`src/rtl/spi_host_pkg.sv`:
```
package spi_host_pkg;
  localparam logic [7:0] OFS_CFG  = 8'h00;
  localparam logic [7:0] OFS_STS  = 8'h04;
  localparam logic [7:0] OFS_STEN = 8'h08;
  localparam logic [7:0] OFS_SGEN = 8'h0C;
  localparam logic [7:0] OFS_ENA  = 8'h10;
  localparam logic [7:0] OFS_TXD0 = 8'h14;
  localparam logic [7:0] OFS_TXD3 = 8'h20;
  localparam logic [7:0] OFS_RXD  = 8'h24;

  localparam int STS_W     = 5;
  localparam int B_TXEMPTY = 0;
  localparam int B_TXNFULL = 1;
  localparam int B_RXNEMP  = 2;
  localparam int B_RXNFULL = 3;
  localparam int B_TXOVF   = 4;

  typedef struct packed {
    logic [31:0] word;
    logic [2:0]  nbytes;
  } tx_ent_t;
endpackage

```
`src/rtl/spi_host_fifo.sv`:
```
module spi_host_fifo #(
  parameter int W     = 32,
  parameter int DEPTH = 4
) (
  input  logic         clk,
  input  logic         rst_n,
  input  logic         flush,
  input  logic         push,
  input  logic [W-1:0] din,
  input  logic         pop,
  output logic [W-1:0] dout,
  output logic         empty,
  output logic         full
);
  localparam int PW = (DEPTH > 1) ? $clog2(DEPTH) : 1;
  localparam int CW = $clog2(DEPTH + 1);
  localparam logic [PW-1:0] LAST = PW'(DEPTH - 1);

  logic [W-1:0]  mem [DEPTH];
  logic [PW-1:0] wp_q, wp_d, rp_q, rp_d;
  logic [CW-1:0] cnt_q, cnt_d;

  always_comb begin
    wp_d  = wp_q;
    rp_d  = rp_q;
    cnt_d = cnt_q;
    if (flush) begin
      wp_d  = '0;
      rp_d  = '0;
      cnt_d = '0;
    end else begin
      if (push) wp_d = (wp_q == LAST) ? '0 : wp_q + 1'b1;
      if (pop)  rp_d = (rp_q == LAST) ? '0 : rp_q + 1'b1;
      if (push && !pop) cnt_d = cnt_q + 1'b1;
      else if (pop && !push) cnt_d = cnt_q - 1'b1;
    end
  end

  always_ff @(posedge clk or negedge rst_n) begin
    if (!rst_n) begin
      wp_q  <= '0;
      rp_q  <= '0;
      cnt_q <= '0;
    end else begin
      wp_q  <= wp_d;
      rp_q  <= rp_d;
      cnt_q <= cnt_d;
    end
  end

  always_ff @(posedge clk) begin
    if (push && !flush) mem[wp_q] <= din;
  end

  assign dout  = mem[rp_q];
  assign empty = (cnt_q == '0);
  assign full  = (cnt_q == CW'(DEPTH));

  AST_FIFO_NO_PUSH_FULL: assert property (@(posedge clk) disable iff (!rst_n)
    push |-> !full);
  AST_FIFO_NO_POP_EMPTY: assert property (@(posedge clk) disable iff (!rst_n)
    pop |-> !empty);
  AST_FIFO_COUNT_DOWN: assert property (@(posedge clk) disable iff (!rst_n)
    (pop && !push && !flush) |=> (cnt_q == $past(cnt_q) - 1'b1));
endmodule

```
`src/rtl/spi_host_irq.sv`:
```
module spi_host_irq
  import spi_host_pkg::*;
(
  input  logic             clk,
  input  logic             rst_n,
  input  logic [3:0]       live,
  input  logic             ovf_set,
  input  logic             ovf_clr,
  input  logic             wr_sten,
  input  logic             wr_sgen,
  input  logic [STS_W-1:0] wdata,
  output logic [STS_W-1:0] status,
  output logic [STS_W-1:0] sten,
  output logic [STS_W-1:0] sgen,
  output logic             irq
);
  logic             ovf_q, ovf_d;
  logic [STS_W-1:0] sten_q, sten_d, sgen_q, sgen_d;

  always_comb begin
    ovf_d  = ovf_q;
    if (ovf_clr) ovf_d = 1'b0;
    if (ovf_set) ovf_d = 1'b1;
    sten_d = wr_sten ? wdata : sten_q;
    sgen_d = wr_sgen ? wdata : sgen_q;
  end

  always_ff @(posedge clk or negedge rst_n) begin
    if (!rst_n) begin
      ovf_q  <= 1'b0;
      sten_q <= '0;
      sgen_q <= '0;
    end else begin
      ovf_q  <= ovf_d;
      sten_q <= sten_d;
      sgen_q <= sgen_d;
    end
  end

  assign status = {ovf_q, live};
  assign sten   = sten_q;
  assign sgen   = sgen_q;
  assign irq    = |(status & sten_q & sgen_q);

  AST_OVF_HOLD: assert property (@(posedge clk) disable iff (!rst_n)
    (ovf_q && !ovf_clr) |=> ovf_q);
  AST_OVF_SETS: assert property (@(posedge clk) disable iff (!rst_n)
    ovf_set |=> status[B_TXOVF]);
endmodule

```
`src/rtl/spi_host_regs.sv`:
```
module spi_host_regs
  import spi_host_pkg::*;
#(
  parameter int TX_DEPTH = 4,
  parameter int RX_DEPTH = 4
) (
  input  logic        clk,
  input  logic        rst_n,
  input  logic [7:0]  reg_addr,
  input  logic        reg_wr,
  input  logic [31:0] reg_wdata,
  input  logic        reg_rd,
  output logic [31:0] reg_rdata,
  output logic [31:0] cfg_word,
  output logic        ctrl_en,
  output logic        irq,
  output logic        tx_valid,
  input  logic        tx_ready,
  output logic [31:0] tx_word,
  output logic [2:0]  tx_nbytes,
  input  logic        rx_valid,
  output logic        rx_ready,
  input  logic [31:0] rx_word,
  input  logic [2:0]  rx_nbytes
);
  localparam int TXW = $bits(tx_ent_t);

  logic [31:0] cfg_q, cfg_d, rdata_q, rdata_d;
  logic        en_q, en_d;

  logic        tx_hit, tx_push, tx_pop, tx_empty, tx_full, tx_ovf;
  logic [7:0]  tx_off;
  tx_ent_t     tx_in, tx_out;
  logic        rx_push, rx_pop, rx_empty, rx_full;
  logic [31:0] rx_packed, rx_head;
  logic [5:0]  rx_shamt;

  logic [STS_W-1:0] status, sten, sgen;
  logic [3:0]       live;

  // transmit port decode: four consecutive word addresses
  assign tx_off  = reg_addr - OFS_TXD0;
  assign tx_hit  = reg_wr && (reg_addr >= OFS_TXD0) && (reg_addr <= OFS_TXD3)
                   && (reg_addr[1:0] == 2'b00);
  assign tx_push = tx_hit && en_q && !tx_full;
  assign tx_ovf  = tx_hit && en_q && tx_full;
  assign tx_in.word   = reg_wdata;
  assign tx_in.nbytes = (tx_off[3:2] == 2'd0) ? 3'd4 : {1'b0, tx_off[3:2]};
  assign tx_pop  = tx_valid && tx_ready;

  spi_host_fifo #(.W(TXW), .DEPTH(TX_DEPTH)) u_txq (
    .clk(clk), .rst_n(rst_n), .flush(!en_q),
    .push(tx_push), .din(tx_in), .pop(tx_pop),
    .dout(tx_out), .empty(tx_empty), .full(tx_full));

  assign tx_valid  = en_q && !tx_empty;
  assign tx_word   = tx_out.word;
  assign tx_nbytes = tx_out.nbytes;

  // receive repacking: bytes move to the top of the word
  assign rx_shamt  = {(3'd4 - rx_nbytes), 3'b000};
  assign rx_packed = rx_word << rx_shamt;
  assign rx_ready  = en_q && !rx_full;
  assign rx_push   = rx_valid && rx_ready;
  assign rx_pop    = reg_rd && (reg_addr == OFS_RXD) && !rx_empty;

  spi_host_fifo #(.W(32), .DEPTH(RX_DEPTH)) u_rxq (
    .clk(clk), .rst_n(rst_n), .flush(!en_q),
    .push(rx_push), .din(rx_packed), .pop(rx_pop),
    .dout(rx_head), .empty(rx_empty), .full(rx_full));

  assign live[B_TXEMPTY] = tx_empty;
  assign live[B_TXNFULL] = !tx_full;
  assign live[B_RXNEMP]  = !rx_empty;
  assign live[B_RXNFULL] = !rx_full;

  spi_host_irq u_irq (
    .clk(clk), .rst_n(rst_n), .live(live),
    .ovf_set(tx_ovf),
    .ovf_clr(reg_wr && (reg_addr == OFS_STS) && reg_wdata[B_TXOVF]),
    .wr_sten(reg_wr && (reg_addr == OFS_STEN)),
    .wr_sgen(reg_wr && (reg_addr == OFS_SGEN)),
    .wdata(reg_wdata[STS_W-1:0]),
    .status(status), .sten(sten), .sgen(sgen), .irq(irq));

  always_comb begin
    cfg_d = (reg_wr && reg_addr == OFS_CFG) ? reg_wdata : cfg_q;
    en_d  = (reg_wr && reg_addr == OFS_ENA) ? reg_wdata[0] : en_q;
    rdata_d = rdata_q;
    if (reg_rd) begin
      unique case (reg_addr)
        OFS_CFG:  rdata_d = cfg_q;
        OFS_STS:  rdata_d = 32'(status);
        OFS_STEN: rdata_d = 32'(sten);
        OFS_SGEN: rdata_d = 32'(sgen);
        OFS_ENA:  rdata_d = {31'd0, en_q};
        OFS_RXD:  rdata_d = rx_empty ? 32'd0 : rx_head;
        default:  rdata_d = 32'd0;
      endcase
    end
  end

  always_ff @(posedge clk or negedge rst_n) begin
    if (!rst_n) begin
      cfg_q   <= '0;
      en_q    <= 1'b0;
      rdata_q <= '0;
    end else begin
      cfg_q   <= cfg_d;
      en_q    <= en_d;
      rdata_q <= rdata_d;
    end
  end

  assign reg_rdata = rdata_q;
  assign cfg_word  = cfg_q;
  assign ctrl_en   = en_q;

  AST_DIS_FLUSH: assert property (@(posedge clk) disable iff (!rst_n)
    !ctrl_en |=> (status[B_TXEMPTY] && !status[B_RXNEMP]));
  AST_TX_HOLD: assert property (@(posedge clk) disable iff (!rst_n)
    (tx_valid && !tx_ready && en_d) |=> (tx_valid && $stable(tx_word)
                                         && $stable(tx_nbytes)));
  AST_DIS_NO_TX: assert property (@(posedge clk) disable iff (!rst_n)
    !ctrl_en |-> (!tx_valid && !rx_ready));
  AST_TXN_RANGE: assert property (@(posedge clk) disable iff (!rst_n)
    tx_valid |-> (tx_nbytes != 3'd0 && tx_nbytes <= 3'd4));
endmodule

```
`config.mk`:
```
export PLATFORM = sky130hd
export DESIGN_NAME = spi_host_regs
export DESIGN_NICKNAME = d
export VERILOG_FILES = /design/src/rtl/spi_host_pkg.sv /design/src/rtl/spi_host_fifo.sv /design/src/rtl/spi_host_irq.sv /design/src/rtl/spi_host_regs.sv
export SDC_FILE = /design/constraint.sdc
export NUM_CORES = 1
export LEC_CHECK = 0
export CORE_AREA = 2 2 170 172
export CTS_CLUSTER_DIAMETER = 120
export CTS_CLUSTER_SIZE = 14
export DETAILED_ROUTE_END_ITERATION = 10
export DIE_AREA = 0 0 172 174
export PLACE_DENSITY = 0.77
export RECOVER_POWER = 50
export SYNTH_ARGS = -nofsm -noshare
export SYNTH_HDL_FRONTEND = slang
export SYNTH_HIERARCHICAL = 1
export SYNTH_SLANG_ARGS = --single-unit
```
`constraint.sdc`:
```
create_clock -name clk -period 2.75 [get_ports clk]
set_input_delay 0.6875 -clock clk [delete_from_list [all_inputs] [get_ports clk]]
set_output_delay 0.6875 -clock clk [all_outputs]
set_load 0.01 [all_outputs]
```
## After elaboration in Yosys (flattened, before gate mapping)

Memory sizes are Yosys's and may differ from the RTL's.
Index checks and enable logic that the tools add are counted.

- Register bits after elaboration: 90
- Output and inout port bits: 103
- Word-level logic and storage cells: 112
- Input bits: 81
- Memory bits (writable): 268
- Memories: 2

Memory list:

| memory | depth | bits a word | read ports | clocked after Yosys merged registers in | write ports | line | RTL |
|---|---|---|---|---|---|---|---|
| u_txq.mem | 4 | 35 | 1 | 0 | 1 | spi_host_fifo.sv:19 | `logic [W-1:0] mem [DEPTH];` |
| u_rxq.mem | 4 | 32 | 1 | 0 | 1 | spi_host_fifo.sv:19 |  |

- Equal/unequal tests: 17
- Shift-type cells: 1
- Add/sub/neg operators: 10
- Bitwise operators: 2
- Reductions and logical operators: 39
- Multiplexer cells: 27
- Magnitude comparators: 2

Operators by type and width:

| operator | count |
|---|---|
| $pmux W32 S6 | 1 |
| $mux W32 | 1 |
| $shl A32 B6 Y32 | 1 |
| $logic_and A1 B1 Y1 | 24 |
| $mux W2 | 12 |
| $mux W3 | 7 |
| $eq A8 B4 Y1 const B | 2 |
| $and A5 B5 Y5 | 2 |
| $add A2 B1 Y2 const B | 4 |
| $eq A2 B2 Y1 const B | 4 |
| $eq A8 B3 Y1 const B | 1 |
| $eq A8 B5 Y1 const B | 1 |
| $eq A8 B6 Y1 const B | 1 |
| $ge A8 B5 Y1 const B | 1 |
| $le A8 B6 Y1 const B | 1 |
| $logic_not A1 Y1 | 8 |
| $logic_not A8 Y1 | 1 |
| $ne A2 B1 Y1 const B | 4 |
| $add A3 B1 Y3 const B | 2 |
| $eq A3 B3 Y1 const B | 2 |
| $logic_not A3 Y1 | 2 |
| $mux W1 | 6 |
| $ne A3 B1 Y1 const B | 2 |
| $sub A3 B1 Y3 const B | 2 |
| 5 further kinds | 6 |

## Logic depth before layout (Yosys ltp)

- Depth in word-level cells: 11
- Depth in mapped cells: 13

## By module

Netlist, hierarchy kept.

Modules (own cells, without submodules):

| module | sequential area each (µm²) | times used | cells each | area each (µm²) |
|---|---|---|---|---|
| spi_host_fifo at u_txq | 4379.2 | 1 | 231 | 5571.6 |
| spi_host_fifo at u_rxq | 4018.9 | 1 | 217 | 5136.2 |
| spi_host_regs | 1626.6 | 1 | 364 | 3769.9 |
| spi_host_irq | 275.3 | 1 | 34 | 471.7 |

## Worst setup path after synthesis

Ideal clock, no wire load.

- Path kind: input to register
- Start point: input reg_addr[3]
- End point: memory u_txq/mem[0][0] (netlist name) (enable)
- Data arrival time: 3.045 ns
- Buffers on the path: 1
- Required time: 2.354 ns
- Stages on the path: 9
- Setup time: 0.396 ns
- Slack: -0.690 ns
- Path through: inv_1 ha_1 or3b_2 a21oi_1 o2111ai_1 nor2_1 buf_2 nor2b_1 and2_1

- Longest elaborated chain between the ends: 9
- Elaborated cells between the ends (all ways): 10

RTL lines:

| what | line | RTL |
|---|---|---|
| start, declared | spi_host_regs.sv:9 | `input logic [7:0] reg_addr,` |
| $ge A8 B5 Y1 | spi_host_regs.sv:43 | `assign tx_hit = reg_wr && (reg_addr >= OFS_TXD0) && (reg_addr <= OFS_TXD3)` |
| $logic_and A1 B1 Y1 | spi_host_regs.sv:43 |  |
| $logic_and A1 B1 Y1 (*) | spi_host_regs.sv:43 |  |
| $logic_and A1 B1 Y1 (*) | spi_host_regs.sv:44 | `&& (reg_addr[1:0] == 2'b00);` |
| $logic_and A1 B1 Y1 (*) (2 in series) | spi_host_regs.sv:45 | `assign tx_push = tx_hit && en_q && !tx_full;` |
| via tx_push | spi_host_regs.sv:31 | `logic tx_hit, tx_push, tx_pop, tx_empty, tx_full, tx_ovf;` |
| $logic_and A1 B1 Y1 (*) | spi_host_fifo.sv:52 | `if (push && !flush) mem[wp_q] <= din;` |
| $mux W1 (*) | spi_host_fifo.sv:52 |  |
| $mux W1 (not written as such) (*) | spi_host_fifo.sv:52 |  |
| end, declared | spi_host_fifo.sv:19 |  |

The timed path passes the listed nets; every way through them passes the cells marked *.

## Worst setup path after layout

- Start point: register u_txq.rp_q[0]
- End point: output tx_word[6]

- Longest elaborated chain between the ends: 1

RTL lines:

| what | line | RTL |
|---|---|---|
| start, declared | spi_host_fifo.sv:20 | `logic [PW-1:0] wp_q, wp_d, rp_q, rp_d;` |
| start signal, assigned | spi_host_fifo.sv:46 | `rp_q <= rp_d;` |
| $mem_v2 Z4 W35 | n/a |  |
| end, declared | spi_host_regs.sv:19 | `output logic [31:0] tx_word,` |

Every way passes these cells.

==> flow_metrics.env <==
export IMPL_hold_viol=0
export IMPL_synth_avg_cell_area_um2=17.7
export IMPL_hold_path_startpoint="u_irq/sten[3]"
export IMPL_min_to="u_irq/sten[3]"
export IMPL_firstDrtPassIters=6
export IMPL_fillCellCount=1952
export IMPL_path_clk_slew_ns=0.07
export IMPL_gp_congestion=0.863
export IMPL_row_count=62
export IMPL_hold_class="reg -> reg"
export IMPL_finalWirelength_um=34400
export IMPL_cts_made_buffers=29
export IMPL_holdBufCountCts=0
export IMPL_crit_fanout=5
export IMPL_path_depth=4
export IMPL_avgViaCountPerCell=5.74
export IMPL_nets=1188
export IMPL_clk_path_buf_depth=3
export IMPL_finalHoldWorstSlack_ns=0.532
export IMPL_place_inst=1433
export IMPL_r2r_start="u_rxq/cnt_q[0]"
export IMPL_io_buffers=183
export IMPL_yosysSeqAreaShare=0.689
export IMPL_cts_max_level=1
export IMPL_grt_pass1_wl_um=52800
export IMPL_slowest_delay_ns=0.48
export IMPL_yosys_top_cells_area="edfxtp_1, dfrtp_1, mux4_2, mux2_4, mux4_1"
export IMPL_ir_worst_vdd_mv=0.448
export IMPL_rr_endpoint="u_rxq/mem[1][12]"
export IMPL_clockPowerShare=0.368
export IMPL_path_class="reg -> out"
export IMPL_final_cells=1495
export IMPL_finalClockSkew_ns=0.0117
export IMPL_dieArea_mm2=0.0299
export IMPL_io_pins=184
export IMPL_hold_depth=1
export IMPL_synth_net_count=946
export IMPL_violations="capacitance limit, slew limit"
export IMPL_antenna_found_initial=0
export IMPL_power_per_cell_area_mw_per_mm2=555
export IMPL_grt_max_degree=45
export IMPL_drive_gt1_frac=0.239
export IMPL_drtAntennaViolNets=0
export IMPL_cap_violations=1
export IMPL_status="complete, but fails checks"
export IMPL_finalPower_uw=10300
export IMPL_drt_initial_drc_count=961
export IMPL_placed_area_mm2=0.0178
export IMPL_pre_cts_slack_ns=-0.761
export IMPL_async_reset_ff_frac=0.251
export IMPL_diodes=0
export IMPL_comb_power_share=0.055
export IMPL_min_period_ns=2.70
export IMPL_drc=0
export IMPL_setup_viol=0
export IMPL_slew_violations=36
export IMPL_reg2reg_depth=7
export IMPL_fin_area_mm2=0.0185
export IMPL_clock_fmax_ghz=0.371
export IMPL_cts_root_buffer="clkbuf_16"
export IMPL_cts_tree="built"
export IMPL_critical_path_top_delay_family="buffers and inverters"
export IMPL_vias=8585
export IMPL_syn_area_mm2=0.0149
export IMPL_yosysWarnings=6
export IMPL_power_switching_uw=2130
export IMPL_reg2reg_slack_ns=0.28
export IMPL_dp_hpwl_um=23600
export IMPL_syn2layout_area_growth_pct=23.5
export IMPL_path_cells="buf_12, buf_6, mux4_2, clkdlybuf4s15_1"
export IMPL_core_area_mm2=0.0282
export IMPL_wl_per_cell_um=23.0
export IMPL_cp_arrival_ns=2.01
export IMPL_p_seq_frac=0.577
export IMPL_timing_slew_headroom=-0.387
export IMPL_overflow=0
export IMPL_die_h_um=174
export IMPL_grt_usage=0.235
export IMPL_synth_cells=846
export IMPL_worstPathRequired_ns=2.06
export IMPL_critPathLaunchType="register"
export IMPL_fin_crit_sh=0.981
export IMPL_worst_pin_slew_ns=2.08
export IMPL_yosys_cell_types_count=49
export IMPL_die_width_um=172
export IMPL_p_sw_frac=0.208
export IMPL_timing_final_ws_setup_ns=0.0535
export IMPL_leakagePower_uw=0.00666
export IMPL_yosys_area_top_type="edfxtp_1"
export IMPL_intPower_uw=8120
export IMPL_synth_edf_count=268
export IMPL_grt_pass1_vias=8696
export IMPL_clk_latency_ns=0.55
export IMPL_synth_ff_type="edfxtp_1"
export IMPL_critPathSlowestCell="mux4_2"
export IMPL_yosys_register_bits=358
export IMPL_start_util=0.529
export IMPL_worst_path_buf_inv=3
export IMPL_synth_top_area_share=0.538
export IMPL_endpoint_kind="output pin"
export IMPL_cts_sinks=358
[synthesized netlist by cell type, types with 17 or more instances]
cell type	n
a211oi_1	18
a22oi_1	29
and2_1	18
clkbuf_1	22
dfrtp_1	90
edfxtp_1	268
ha_1	17
inv_1	46
mux2_4	30
mux2i_1	21
mux4_2	56
nor2_1	50
o22ai_1	26
[worst max path at each step]
stage	start	to	slack (ns)
after global placement	reg_addr[3]	u_rxq/cnt_q[2]	-0.71
final	u_txq/rp_q[0]	tx_word[6]	0.05
after floorplan	reg_addr[3]	u_rxq/cnt_q[2]	-0.30
after detailed placement	reg_addr[3]	u_rxq/cnt_q[2]	-0.76
after CTS	u_txq/rp_q[0]	tx_word[23]	-0.03
after global routing	reg_addr[3]	u_txq/cnt_q[2]	-0.004
[worst register-to-register path: stages (launching register included)]
cell	delay, ns
dfrtp_1	0.40
inv_2	0.07
and3_4	0.17
inv_1	0.08
and3_1	0.22
nor2b_1	0.24
and2_0	0.16
clkbuf_2	0.73
[power groups by stage]
stage / combinational (uW) / clock [uW] / sequential [uW]
global route: 616 / 4050 / 5920
detailed placement: 583 / 0 / 6030
global placement: 571 / 0 / 6030
floorplan: 198 / 0 / 6020
finish: 565 / 3770 / 5920
CTS: 589 / 3840 / 5910
[kinds of logic after synthesis]
group,share of synthesized area
DFF,0.689
muxes,0.158
and+or+nand+nor,0.0467
AOI/OAI and AO/OA,0.0496
buffers and inverters,0.0366
adders and majority gates,0.0169
xor gates and xnor gates,0.00352
[final cells by class]
class	count	area [um^2]	share of cell area
sequential	358	10300	0.558
multi-input combinational	388	4180	0.227
timing repair buffer	265	2470	0.134
clock buffer	52	812	0.0440
tap	384	480	0.0260
inverter	46	193	0.0104
clock inverter	2	17.5	0.000949
[what timing repair did]
action | CTS | global route
setup buffers | 8 | 0
cloned | 1 | 0
pin swaps | 3 | 6
endpoints found under the setup margin | 181 | 27
resized for setup | 115 | 32
[metrics by stage]
stage / TNS [ns] / util
2_1_floorplan: -0.371 / -
3_3_place_gp: -99.42 / 0.629
3_5_place_dp: -109.07 / 0.629
4_1_cts: -0.0518 / 0.661
5_1_grt: -0.00428 / 0.654
6_report: 0 / 0.654
[layer usage]
metal / part of all wire / up-vias / track usage
li1: - / 3775 / -
met1: 0.42 / 4361 / 0.351
met2: 0.48 / 388 / 0.369
met3: 0.068 / 61 / 0.0273
met4: 0.028 / 0 / 0.0672
met5: 0 / - / 0
[flip-flops by register name, summed over array words and instances (netlist names), 3 cells and up]
register / cells
cfg_word: 32
u_rxq/mem: 128
reg_rdata: 32
u_rxq/cnt_q: 3
u_txq/mem: 140
u_irq/sten: 5
u_irq/sgen: 5
u_txq/cnt_q: 3
[cell usage in the layout, fill, tap and decap left out, types with 6 or more instances in the layout]
cell and n:
a21oi_1 13, clkbuf_16 29, nor2b_1 13, dfrtp_1 87, mux2_2 13, nand2_1 7
edfxtp_1 268, dlygate4sd3_1 33, buf_4 44, buf_12 15, nor2_1 49, clkdlybuf4s50_1 111
buf_2 13, nor3_1 6, buf_6 8, mux2_4 30, a31oi_1 6, mux2i_1 21
inv_1 42, clkbuf_2 20, o22ai_1 26, clkbuf_1 36, and3_1 7, a22oi_1 29
a211oi_1 18, ha_1 16, mux4_2 62, and2_1 8
No activity file was read; power rests on OpenSTA's default activity.
